[src/rtl/rtc_pkg.sv]
package rtc_pkg;
  typedef logic [7:0] bcd_t;

  localparam int N_TIME   = 6;
  localparam int IX_SEC   = 0;
  localparam int IX_MIN   = 1;
  localparam int IX_HOUR  = 2;
  localparam int IX_DAY   = 3;
  localparam int IX_MON   = 4;
  localparam int IX_YEAR  = 5;

  localparam bcd_t TIME_INIT [N_TIME] = '{8'h00, 8'h00, 8'h80, 8'h01, 8'h01, 8'h00};

  // increment a valid two-digit BCD byte (caller handles the top wrap)
  function automatic bcd_t bcd_inc(input bcd_t v);
    if (v[3:0] == 4'd9) return {v[7:4] + 4'd1, 4'd0};
    return v + 8'd1;
  endfunction

  // two-digit BCD year divisible by four
  function automatic logic bcd_leap(input bcd_t y);
    if (y[4]) return (y[3:0] == 4'd2) || (y[3:0] == 4'd6);
    return (y[3:0] == 4'd0) || (y[3:0] == 4'd4) || (y[3:0] == 4'd8);
  endfunction

  function automatic bcd_t bcd_month_len(input bcd_t m, input bcd_t y);
    case (m)
      8'h02:                      return bcd_leap(y) ? 8'h29 : 8'h28;
      8'h04, 8'h06, 8'h09, 8'h11: return 8'h30;
      default:                    return 8'h31;
    endcase
  endfunction
endpackage

[src/rtl/rtc_bus_port.sv]
module rtc_bus_port #(
  parameter int ADDR_W = 8
) (
  input  logic              clk,
  input  logic              rst,
  input  logic              bus_valid,
  input  logic              bus_start,
  input  logic              bus_write,
  input  logic [ADDR_W-1:0] bus_addr,
  input  logic              rsp_ready,
  input  logic [7:0]        rd_byte,
  output logic              bus_ready,
  output logic              acc,
  output logic [ADDR_W-1:0] cur_addr,
  output logic              rsp_valid,
  output logic [7:0]        rsp_data
);
  logic [ADDR_W-1:0] ptr_q;

  assign bus_ready = !rsp_valid || rsp_ready;
  assign acc       = bus_valid && bus_ready;
  assign cur_addr  = bus_start ? bus_addr : ptr_q;

  always_ff @(posedge clk) begin
    if (rst) begin
      ptr_q     <= '0;
      rsp_valid <= 1'b0;
      rsp_data  <= 8'h00;
    end else begin
      if (acc) ptr_q <= cur_addr + ADDR_W'(1);
      if (acc && !bus_write) begin
        rsp_valid <= 1'b1;
        rsp_data  <= rd_byte;
      end else if (rsp_ready) begin
        rsp_valid <= 1'b0;
      end
    end
  end

  // a pending response is held, unchanged, until taken
  a_r3_rsp_hold: assert property (@(posedge clk) disable iff (rst)
    rsp_valid && !rsp_ready |=> rsp_valid && $stable(rsp_data));

  // an accepted read always yields a response next cycle
  a_r3_rsp_follow: assert property (@(posedge clk) disable iff (rst)
    bus_valid && bus_ready && !bus_write |=> rsp_valid);

  // a stalled request leaves the pointer where it was
  a_r3_stall_ptr: assert property (@(posedge clk) disable iff (rst)
    rsp_valid && !rsp_ready |=> $stable(ptr_q));
endmodule

[src/rtl/rtc_time_chain.sv]
module rtc_time_chain
  import rtc_pkg::*;
(
  input  logic              clk,
  input  logic              rst,
  input  logic              advance,
  input  logic [N_TIME-1:0] wr_sel,
  input  bcd_t              wdata,
  output bcd_t              t_q [N_TIME]
);
  bcd_t nxt [N_TIME];
  logic c_min, c_hr, c_day, c_mon, c_yr;
  bcd_t h24_inc, h12_inc, dim;

  always_comb begin
    c_min = (t_q[IX_SEC] == 8'h59);
    nxt[IX_SEC] = c_min ? 8'h00 : bcd_inc(t_q[IX_SEC]);

    c_hr = c_min && (t_q[IX_MIN] == 8'h59);
    nxt[IX_MIN] = c_hr ? 8'h00 : (c_min ? bcd_inc(t_q[IX_MIN]) : t_q[IX_MIN]);

    h24_inc = bcd_inc({2'b00, t_q[IX_HOUR][5:0]});
    h12_inc = bcd_inc({3'b000, t_q[IX_HOUR][4:0]});
    c_day = 1'b0;
    nxt[IX_HOUR] = t_q[IX_HOUR];
    if (c_hr) begin
      if (t_q[IX_HOUR][7]) begin
        if (t_q[IX_HOUR][5:0] >= 6'h23) begin
          nxt[IX_HOUR] = {t_q[IX_HOUR][7:6], 6'h00};
          c_day = 1'b1;
        end else begin
          nxt[IX_HOUR] = {t_q[IX_HOUR][7:6], h24_inc[5:0]};
        end
      end else begin
        if (t_q[IX_HOUR][4:0] == 5'h12) begin
          nxt[IX_HOUR] = {t_q[IX_HOUR][7:5], 5'h01};
        end else if (t_q[IX_HOUR][4:0] == 5'h11) begin
          nxt[IX_HOUR] = {t_q[IX_HOUR][7:6], ~t_q[IX_HOUR][5], 5'h12};
          c_day = t_q[IX_HOUR][5];
        end else begin
          nxt[IX_HOUR] = {t_q[IX_HOUR][7:5], h12_inc[4:0]};
        end
      end
    end

    dim   = bcd_month_len(t_q[IX_MON], t_q[IX_YEAR]);
    c_mon = c_day && (t_q[IX_DAY] >= dim);
    nxt[IX_DAY] = c_mon ? 8'h01 : (c_day ? bcd_inc(t_q[IX_DAY]) : t_q[IX_DAY]);

    c_yr = c_mon && (t_q[IX_MON] >= 8'h12);
    nxt[IX_MON] = c_yr ? 8'h01 : (c_mon ? bcd_inc(t_q[IX_MON]) : t_q[IX_MON]);

    if (c_yr) nxt[IX_YEAR] = (t_q[IX_YEAR] == 8'h99) ? 8'h00 : bcd_inc(t_q[IX_YEAR]);
    else      nxt[IX_YEAR] = t_q[IX_YEAR];
  end

  for (genvar i = 0; i < N_TIME; i++) begin : g_byte
    always_ff @(posedge clk) begin
      if (rst)            t_q[i] <= TIME_INIT[i];
      else if (wr_sel[i]) t_q[i] <= wdata;
      else if (advance)   t_q[i] <= nxt[i];
    end
  end

  // minutes move only when seconds pass 59
  a_r5_min_hold: assert property (@(posedge clk) disable iff (rst)
    advance && (wr_sel == '0) && (t_q[IX_SEC] != 8'h59) |=> $stable(t_q[IX_MIN]));

  // the hour format bit survives counting
  a_r6_fmt_kept: assert property (@(posedge clk) disable iff (rst)
    advance && (wr_sel == '0) |=> $stable(t_q[IX_HOUR][7]));
endmodule

[src/rtl/rtc_status.sv]
module rtc_status
  import rtc_pkg::*;
(
  input  logic              clk,
  input  logic              rst,
  input  logic              st_wr,
  input  logic              st_rd,
  input  logic              wd_arst,
  input  logic              wd_halt,
  input  logic              wd_wen,
  input  logic [2:0]        wd_flags,
  input  logic [2:0]        hits,
  input  logic              pwr_lost,
  input  logic [N_TIME-1:0] time_wr,
  output logic [7:0]        status_byte,
  output logic              wen,
  output logic              halt
);
  logic              arst_q, halt_q, wen_q, pf_q;
  logic [2:0]        flags_q, flags_n;
  logic [N_TIME-1:0] wmask_q;
  logic              full_write;

  assign full_write = (|time_wr) && ((wmask_q | time_wr) == {N_TIME{1'b1}});

  always_comb begin
    flags_n = flags_q;
    if (st_wr) flags_n = flags_n & wd_flags;
    if (st_rd && arst_q) flags_n = 3'b000;
    flags_n = flags_n | hits;
  end

  always_ff @(posedge clk) begin
    if (rst) begin
      arst_q  <= 1'b0;
      halt_q  <= 1'b0;
      wen_q   <= 1'b0;
      flags_q <= 3'b000;
      pf_q    <= 1'b1;
      wmask_q <= '0;
    end else begin
      if (st_wr) begin
        arst_q <= wd_arst;
        halt_q <= wd_halt;
        wen_q  <= wd_wen;
      end
      flags_q <= flags_n;
      wmask_q <= (wen_q && !pwr_lost) ? (wmask_q | time_wr) : '0;
      if (pwr_lost)        pf_q <= 1'b1;
      else if (full_write) pf_q <= 1'b0;
    end
  end

  assign status_byte = {arst_q, 1'b0, halt_q, wen_q, flags_q, pf_q};
  assign wen  = wen_q;
  assign halt = halt_q;

  // writing a one never raises a flag
  a_r9_one_inert: assert property (@(posedge clk) disable iff (rst)
    st_wr && wd_flags[2] && !flags_q[2] && !hits[2] |=> !flags_q[2]);

  // a hardware set is never lost to a clear
  a_r9_set_wins: assert property (@(posedge clk) disable iff (rst)
    hits[0] |=> flags_q[0]);

  // auto-clear on a status read
  a_r10_auto_clr: assert property (@(posedge clk) disable iff (rst)
    st_rd && arst_q && !hits[1] |=> !flags_q[1]);

  // power loss always marks the time invalid
  a_r11_pf_set: assert property (@(posedge clk) disable iff (rst)
    pwr_lost |=> pf_q);

  // a status write leaves power-fail alone
  a_r11_pf_wr: assert property (@(posedge clk) disable iff (rst)
    st_wr && !pwr_lost |=> pf_q == $past(pf_q));
endmodule

[src/rtl/rtc_regfile.sv]
module rtc_regfile
  import rtc_pkg::*;
#(
  parameter int ADDR_W      = 8,
  parameter int STATUS_ADDR = 7
) (
  input  logic              clk,
  input  logic              rst,
  input  logic              tick_1hz,
  input  logic              evt_hit,
  input  logic              alm_hit,
  input  logic              bat_hit,
  input  logic              pwr_lost,
  input  logic              bus_valid,
  output logic              bus_ready,
  input  logic              bus_start,
  input  logic              bus_write,
  input  logic [ADDR_W-1:0] bus_addr,
  input  logic [7:0]        bus_wdata,
  output logic              rsp_valid,
  input  logic              rsp_ready,
  output logic [7:0]        rsp_data
);
  localparam int FLAT_W = 8 * N_TIME;

  logic              acc;
  logic [ADDR_W-1:0] cur_addr;
  logic [7:0]        rd_byte, status_byte;
  logic              wen, halt, advance;
  logic              hit_stat, st_wr, st_rd;
  logic [N_TIME-1:0] hit_time, time_wr;
  bcd_t              t_q [N_TIME];
  logic [FLAT_W-1:0] time_flat;

  rtc_bus_port #(.ADDR_W(ADDR_W)) u_port (
    .clk(clk), .rst(rst), .bus_valid(bus_valid), .bus_start(bus_start),
    .bus_write(bus_write), .bus_addr(bus_addr), .rsp_ready(rsp_ready),
    .rd_byte(rd_byte), .bus_ready(bus_ready), .acc(acc), .cur_addr(cur_addr),
    .rsp_valid(rsp_valid), .rsp_data(rsp_data)
  );

  for (genvar i = 0; i < N_TIME; i++) begin : g_dec
    assign hit_time[i] = (cur_addr == ADDR_W'(i));
    assign time_flat[8*i +: 8] = t_q[i];
  end

  assign hit_stat = (cur_addr == ADDR_W'(STATUS_ADDR));
  assign time_wr  = (acc && bus_write && wen) ? hit_time : '0;
  assign st_wr    = acc && bus_write && hit_stat;
  assign st_rd    = acc && !bus_write && hit_stat;
  assign advance  = tick_1hz && !wen && !halt;

  always_comb begin
    rd_byte = 8'h00;
    for (int i = 0; i < N_TIME; i++)
      if (hit_time[i]) rd_byte = t_q[i];
    if (hit_stat) rd_byte = status_byte;
  end

  rtc_status u_status (
    .clk(clk), .rst(rst), .st_wr(st_wr), .st_rd(st_rd),
    .wd_arst(bus_wdata[7]), .wd_halt(bus_wdata[5]), .wd_wen(bus_wdata[4]),
    .wd_flags(bus_wdata[3:1]), .hits({evt_hit, alm_hit, bat_hit}),
    .pwr_lost(pwr_lost), .time_wr(time_wr), .status_byte(status_byte),
    .wen(wen), .halt(halt)
  );

  rtc_time_chain u_chain (
    .clk(clk), .rst(rst), .advance(advance), .wr_sel(time_wr),
    .wdata(bus_wdata), .t_q(t_q)
  );

  // locked time bytes ignore bus writes
  a_r4_locked: assert property (@(posedge clk) disable iff (rst)
    acc && bus_write && (|hit_time) && !wen && !advance |=> $stable(time_flat));

  // gated ticks leave the time untouched
  a_r5_gated: assert property (@(posedge clk) disable iff (rst)
    tick_1hz && (wen || halt) && (time_wr == '0) |=> $stable(time_flat));

  // back-pressure blocks new requests
  a_r3_no_accept: assert property (@(posedge clk) disable iff (rst)
    rsp_valid && !rsp_ready |-> !bus_ready);
endmodule

[config.mk]
export PLATFORM = sky130hd
export DESIGN_NAME = rtc_regfile
export DESIGN_NICKNAME = d
export VERILOG_FILES = /design/src/rtl/rtc_pkg.sv /design/src/rtl/rtc_bus_port.sv /design/src/rtl/rtc_time_chain.sv /design/src/rtl/rtc_status.sv /design/src/rtl/rtc_regfile.sv
export SDC_FILE = /design/constraint.sdc
export NUM_CORES = 1
export LEC_CHECK = 0
export ABC_AREA = 1
export CORE_MARGIN = 2
export CORE_UTILIZATION = 60
export DETAILED_ROUTE_END_ITERATION = 16
export DONT_BUFFER_PORTS = 1
export GPL_TIMING_DRIVEN = 1
export HOLD_SLACK_MARGIN = 0.12
export PLACE_DENSITY = 0.85
export SLEW_MARGIN = 20
export SYNTH_ARGS = -nofsm -noshare
export SYNTH_HDL_FRONTEND = slang
export SYNTH_HIERARCHICAL = 1
export SYNTH_SLANG_ARGS = --single-unit
[constraint.sdc]
create_clock -name clk -period 4.5 [get_ports clk]
set_clock_uncertainty 0.05 [all_clocks]
set_input_delay 1.35 -clock clk [delete_from_list [all_inputs] [get_ports clk]]
set_output_delay 1.35 -clock clk [all_outputs]
set_load 0.005 [all_outputs]
======== After elaboration in Yosys (flattened, before gate mapping) ========
Index checks and enable logic that the tools add are counted.
Widths: inputs -> output; s select.
word-level totals
  register bits ........................... 78
  input bits .............................. 27
  output and inout port bits .............. 10
  word-level logic and storage cells ...... 188
cells by class
  add/sub/neg operators ................... 15
  $lt $le $gt $ge ......................... 3
  equality and inequality tests ........... 28
  multiplexer cells ....................... 72
  bitwise gates (word level) .............. 5
  reductions and logical operators ........ 48
operators by type and width
  kind                 number
  $mux 8               42
  $add 8x1->8 const B  6
  $eq 8x3->1 const B   5
  $mux 6               5
  $eq 4x4->1 const B   7
  $eq 8x2->1 const B   3
  $add 4x1->4 const B  5
  $mux 1               20
  $reduce_bool 2->1    9
  $eq 8x7->1 const B   2
  $pmux 8 s2           1
  $logic_and 1x1->1    14
  $reduce_bool 3->1    4
  $eq 5x5->1 const B   2
  $mux 5               2
  $reduce_and 2->1     5
  $eq 4x3->1 const B   2
  $eq 8x1->1 const B   1
  $eq 8x4->1 const B   1
  $eq 8x5->1 const B   1
  $eq 8x8->1 const B   1
  $ge 8x5->1 const B   1
  $ge 8x8->1           1
  $logic_not 8->1      1
  other kinds (20)     30

======== Depth between registers and ports, before layout ========
  word-level depth ........................ 16
  depth in mapped cells ................... 19
  mapped depth without buffers ............ 19

======== Hierarchy ========
The synthesis kept the hierarchy.
modules (own cells, without submodules)
  module          times used  cells an instance  area each (sq um)  sequential area each (sq um)
  rtc_time_chain  1           598                3694.8             960.9
  rtc_bus_port    1           137                953.4              340.3
  rtc_regfile     1           129                636.9              0.0
  rtc_status      1           72                 561.8              260.2

======== Least setup slack after synthesis ========
OpenSTA, ideal clock, no wires.
  kind .................................... input to register
  from .................................... input bus_start
  to ...................................... register u_chain/t_q[35] (netlist bit)
  setup time .............................. 72 ps
  data arrival time ....................... 3596 ps
  data required time ...................... 4378 ps
  slack ................................... 783 ps
  stages on the path ...................... 16
  path buffers ............................ 2
  cell sequence ........................... buf_6 inv_8 nand2_1 nand2_2 nor2_1 nand2_2 inv_2 buf_6 nand2_1 nor3_1 inv_1 nand2_2 inv_2 o21ai_1 o21ai_0 a21oi_1
between the ends
  cells in the longest elaborated chain, start to end .. 5
  elaborated cells between the ends (all ways) .. 7
  classes of those cells .................. 1 x eq/ne; 3 x mux; 3 x reduce/logical
RTL lines
  what                                                                            RTL line              source
  start, declared                                                                 rtc_regfile.sv:16     input logic bus_start,
  $mux 8 *                                                                        rtc_bus_port.sv:22    assign cur_addr = bus_start ? bus_addr : ptr_q;
  via cur_addr[5]                                                                 rtc_regfile.sv:27     logic [ADDR_W-1:0] cur_addr;
  $eq 8x1->1 *                                                                    rtc_regfile.sv:43     assign hit_time[i] = (cur_addr == ADDR_W'(i));
  $mux 6 *                                                                        rtc_regfile.sv:48     assign time_wr = (acc && bus_write && wen) ? hit_time : '0;
  via time_wr[1]                                                                  rtc_regfile.sv:31     logic [N_TIME-1:0] hit_time, time_wr;
  $reduce_bool 3->1 (no source line) / $reduce_bool 2->1 (equally long branches)  n/a
  $reduce_and 2->1 (no source line)                                               n/a
  end signal, assigned by index                                                   rtc_time_chain.sv:59  if (rst) t_q[i] <= TIME_INIT[i];
  end signal, assigned by index                                                   rtc_time_chain.sv:60  else if (wr_sel[i]) t_q[i] <= wdata;
  end signal, assigned by index                                                   rtc_time_chain.sv:61  else if (advance) t_q[i] <= nxt[i];
  end, declared                                                                   rtc_time_chain.sv:9   output bcd_t t_q [N_TIME]
Mark *: on every way through the listed nets, which the timed path passes. The rest lies on a longest branch.
A chain may end at the register's enable or synchronous reset.

======== Worst setup path after layout ========
  from .................................... input rsp_ready
  to ...................................... register u_chain/t_q[29] (netlist bit)
between the ends
  cells in the longest elaborated chain, start to end .. 7
  elaborated cells between the ends (all ways) .. 11
  classes of those cells .................. 1 x eq/ne; 2 x mux; 8 x reduce/logical
RTL lines
  what                                                 RTL line            source
  start, declared                                      rtc_regfile.sv:21   input logic rsp_ready,
  $logic_or 1x1->1 *                                   rtc_bus_port.sv:20  assign bus_ready = !rsp_valid || rsp_ready;
  via bus_ready                                        rtc_regfile.sv:15   output logic bus_ready,
  $logic_and 1x1->1 *                                  rtc_bus_port.sv:21  assign acc = bus_valid && bus_ready;
  via acc                                              rtc_regfile.sv:26   logic acc;
  $logic_and 1x1->1 * (2 in a row)                     rtc_regfile.sv:48
  $mux 6 *                                             rtc_regfile.sv:48
  via time_wr[2]                                       rtc_regfile.sv:31
  $ne 3x2->1 (no source line) (tied with other cells)  n/a
  $reduce_and 4->1 (no source line)                    n/a
Marked as above.

==> results by group <==
Logic synthesis
  – Top cells by area, synth: dfxtp_1 (27%), nand2_1 (16%), nand3_1 (8.0%)
  – Syn_area_per_cell: between 6 and 7 µm²
  – Syn. warnings: 6
  – Most used DFF post-synth: dfxtp_1
  – Gate Count Post-Synth: between 900 and 1,000
  – Synth Area in XOR/XNOR: between 1.5 and 2%
  – Number of unique standard cell types used by synthesis: 48
  – Mux share of post-synthesis cell area: 0%
  – Post-synthesis sequential area ratio: about a quarter
  – Synth Net Count: around 980
  – Yosys top cell area share: approximately a quarter
  – Synth Area in Compound Gates: around 12%
  – Post-synth EDFFs: 0
  – Main combinational cell family by area after synthesis: simple AND/OR/NAND/NOR gates
  – Synth Area in Adders: around 4.3%
  – Seq cells post-synth: between 70 and 80
  – Post-synthesis async set-or-reset flop share: 0%
  – Synth Area in Simple Gates: 44.1%
  – Synthesized area: between 5000 and 6000 µm²
  – Area leader, netlist: dfxtp_1

Clocking
  – Clock Path Buffers: 2
  – # Post-CTS Setup Buffers: 0
  – Htree depth: 3
  – Skew-Pair Late Insertion Delay: approximately 370 ps
  – Post_cts resized: 0
  – CTS Buf Count: 9
  – CTS tree: yes
  – Root Driver: clkbuf_8
  – Clk sinks: between 70 and 80
  – Clk slew on worst S/H paths: about 80 ps
  – Post-CTS Hold Buffers: 0

Power and ir drop
  – Power Total: between 1 and 1.5 mW
  – Leakage: between 2 and 3 nW
  – Power Dens Cells: about 230 nW/µm²
  – Peak VDD IR: ~0.11 mV

Setup path
  – Crit path max fanout: 18
  – Worst path required time: between 4000 and 5000 ps
  – CP arrival: 3650 ps
  – WS Path Type: in -> reg
  – Crit start category: primary input
  – Crit end category: register

Detailed routing
  – Total iterations of the first detailed-routing run: 7
  – Post-route ant nets: 0
  – DR vias: between 6,000 and 7,000
  – DR iter-0 viols: approximately 550
  – Vias/cell: roughly 5.7
  – Drt drc: 0
  – Total routed wirelength: about 16,000 µm
  – DR WL/cell: approximately 15 µm

Die
  – Row count: 36
  – Die Area: approximately 11,000 µm²
  – Initial Utilization: between 60% and 70%
  – Die Span Y: a little over 100 µm
  – Io pins: 37
  – Die Width: just over 100 µm
  – CORE AREA: 9590 µm²

Cells and area
  – Layout cells sized above 1: approximately a tenth
  – Final net count: just under 1,000
  – Layout fillers: 912
  – Layout overhead on the synthesized area: 5.07%

GRT
  – Total Routing Usage GR: about a third
  – Vias in the first global route: approximately 5,600
  – Grt ovf: 0
  – First-pass GRT wire length: between 20,000 and 30,000 µm
  – Largest net degree at the start of global routing: 53
  – Initial antenna violation count: 1

Status
  – Outcome: finished clean

Placement
  – Routability cong.: 1.00
  – Port-buffer cells: 0
  – Worst slack, placed: about 800 ps
  – HPWL after DPL: between 10,000 and 15,000 µm

STA
  – Tmin final: between 3000 and 4000 ps
  – # setup viols final: 0
  – Setup_tns: 0 ps
  – Least-Margin Pin Slew: just under 900 ps
  – Slew margin rel.: about two fifths
  – Worst Hold Slack: 412 ps
  – Unrepaired setup endpoints after global routing: no
  – Setup ws final: 1100 ps
  – Max frequency: slightly below 300 MHz
  – Slew Limit Fails: 0
  – Final hold vios: 0
  – Period utilisation layout: 75.6%

Run
  – Max cap viols: 0

Worst hold path
  – Hold Path Class: reg -> reg
Yosys cell counts, drive strengths merged, types with 2 or more instances:
cell type  number
a31oi          15
clkinv          3
nand2         278
o22ai           6
buf            15
xor2           10
nor3b           3
nor4            4
nand4          22
nor2          119
o211ai          9
ha             20
dfxtp          78
nand3         102
inv           122
a21oi          54
clkbuf         10
a211oi          2
nor3           18
or2             3
o21ai          37
path summary, 6_finish.rpt:
kind / slack, ps / start / depth (start not counted) / to
min: 410 / u_status/wmask_q[5] / 2 / u_status/wmask_q[5]
min reg2reg: 410 / u_status/wmask_q[5] / 2 / u_status/wmask_q[5]
max reg2reg: 1150 / u_chain/t_q[12] / 14 / u_chain/t_q[7]
max: 1100 / rsp_ready / 12 / u_chain/t_q[29]
through the flow:
| step | util [%] | instances | instance area, µm² |
|---|---|---|---|
| after floorplan | - | 936 | 5850 |
| after global placement | 61.8 | 1052 | 5930 |
| after detailed placement | 61.8 | 1052 | 5930 |
| after CTS | 64.0 | 1068 | 6140 |
| after global routing | 64.0 | 1069 | 6140 |
| final | 64.0 | 1069 | 6140 |
cell families (layout without fill, tap and decap cells):
| group | Yosys count | in the layout |
|---|---|---|
| adder cells (fa/ha/maj) | 20 | 20 |
| other | 1 | 2 |
| AND/OR/NAND/NOR | 550 | 550 |
| flip-flops | 78 | 78 |
| XOR/XNOR | 11 | 11 |
| AO/OA/AOI/OAI | 126 | 126 |
| buffers and inverters | 150 | 149 |
worst max-delay path, cell delays in order:
cell,delay (ps)
inv_1,30
nand2_2,70
nand2_1,70
inv_1,360
nand3_1,330
nor3_1,550
inv_1,240
nand2_1,230
inv_1,120
nor2_1,100
nand3_1,80
a21oi_1,120
report_power, final:
group          internal [mW]  switching (mW)
clock                  0.312           0.278
combinational         0.0298          0.0794
sequential             0.699         0.00647
layer usage:
layer,GRT usage [%],routed length [µm],vias to the layer above
li1,-,-,3031
met1,39.6,6640,2749
met2,50.7,7120,301
met3,5.97,1500,49
met4,16.8,648,0
met5,0,0,-
cells in the final DEF (no fill, tap or decap), types with 4 or more instances in the layout:
cell type  count
a21oi_1       50
a21oi_2        4
a31oi_1       15
buf_4          8
clkbuf_8       9
dfxtp_1       78
ha_1          20
inv_1        115
inv_2          6
nand2_1      255
nand2_2       16
nand2_4        7
nand3_1       93
nand3_2        8
nand4_1       21
nor2_1       101
nor2_2        11
nor2_4         6
nor3_1        16
o211ai_1       9
o21ai_0       35
o22ai_1        6
xor2_1        10
flip-flops by register name, indices dropped and copies added, names as in the netlist:
register          count
u_chain/t_q          48
u_port/ptr_q          8
u_port/rsp_data       8
u_port/rsp_valid      1
u_status/arst_q       1
u_status/flags_q      3
u_status/halt         1
u_status/pf_q         1
u_status/wen          1
u_status/wmask_q      6
final cells by class:
cell class / count / area [µm²] / share of cell area [%]
multi-input cells: 708 / 3650 / 59.4
flip-flops and latches: 78 / 1560 / 25.4
inverters: 125 / 489 / 7.96
well taps: 133 / 166 / 2.71
clock buffers: 10 / 128 / 2.08
clock inverters: 6 / 86.3 / 1.41
repair buffers: 8 / 60.1 / 0.978
diodes: 1 / 2.50 / 0.0407
Power figures use the tool's default switching activity.
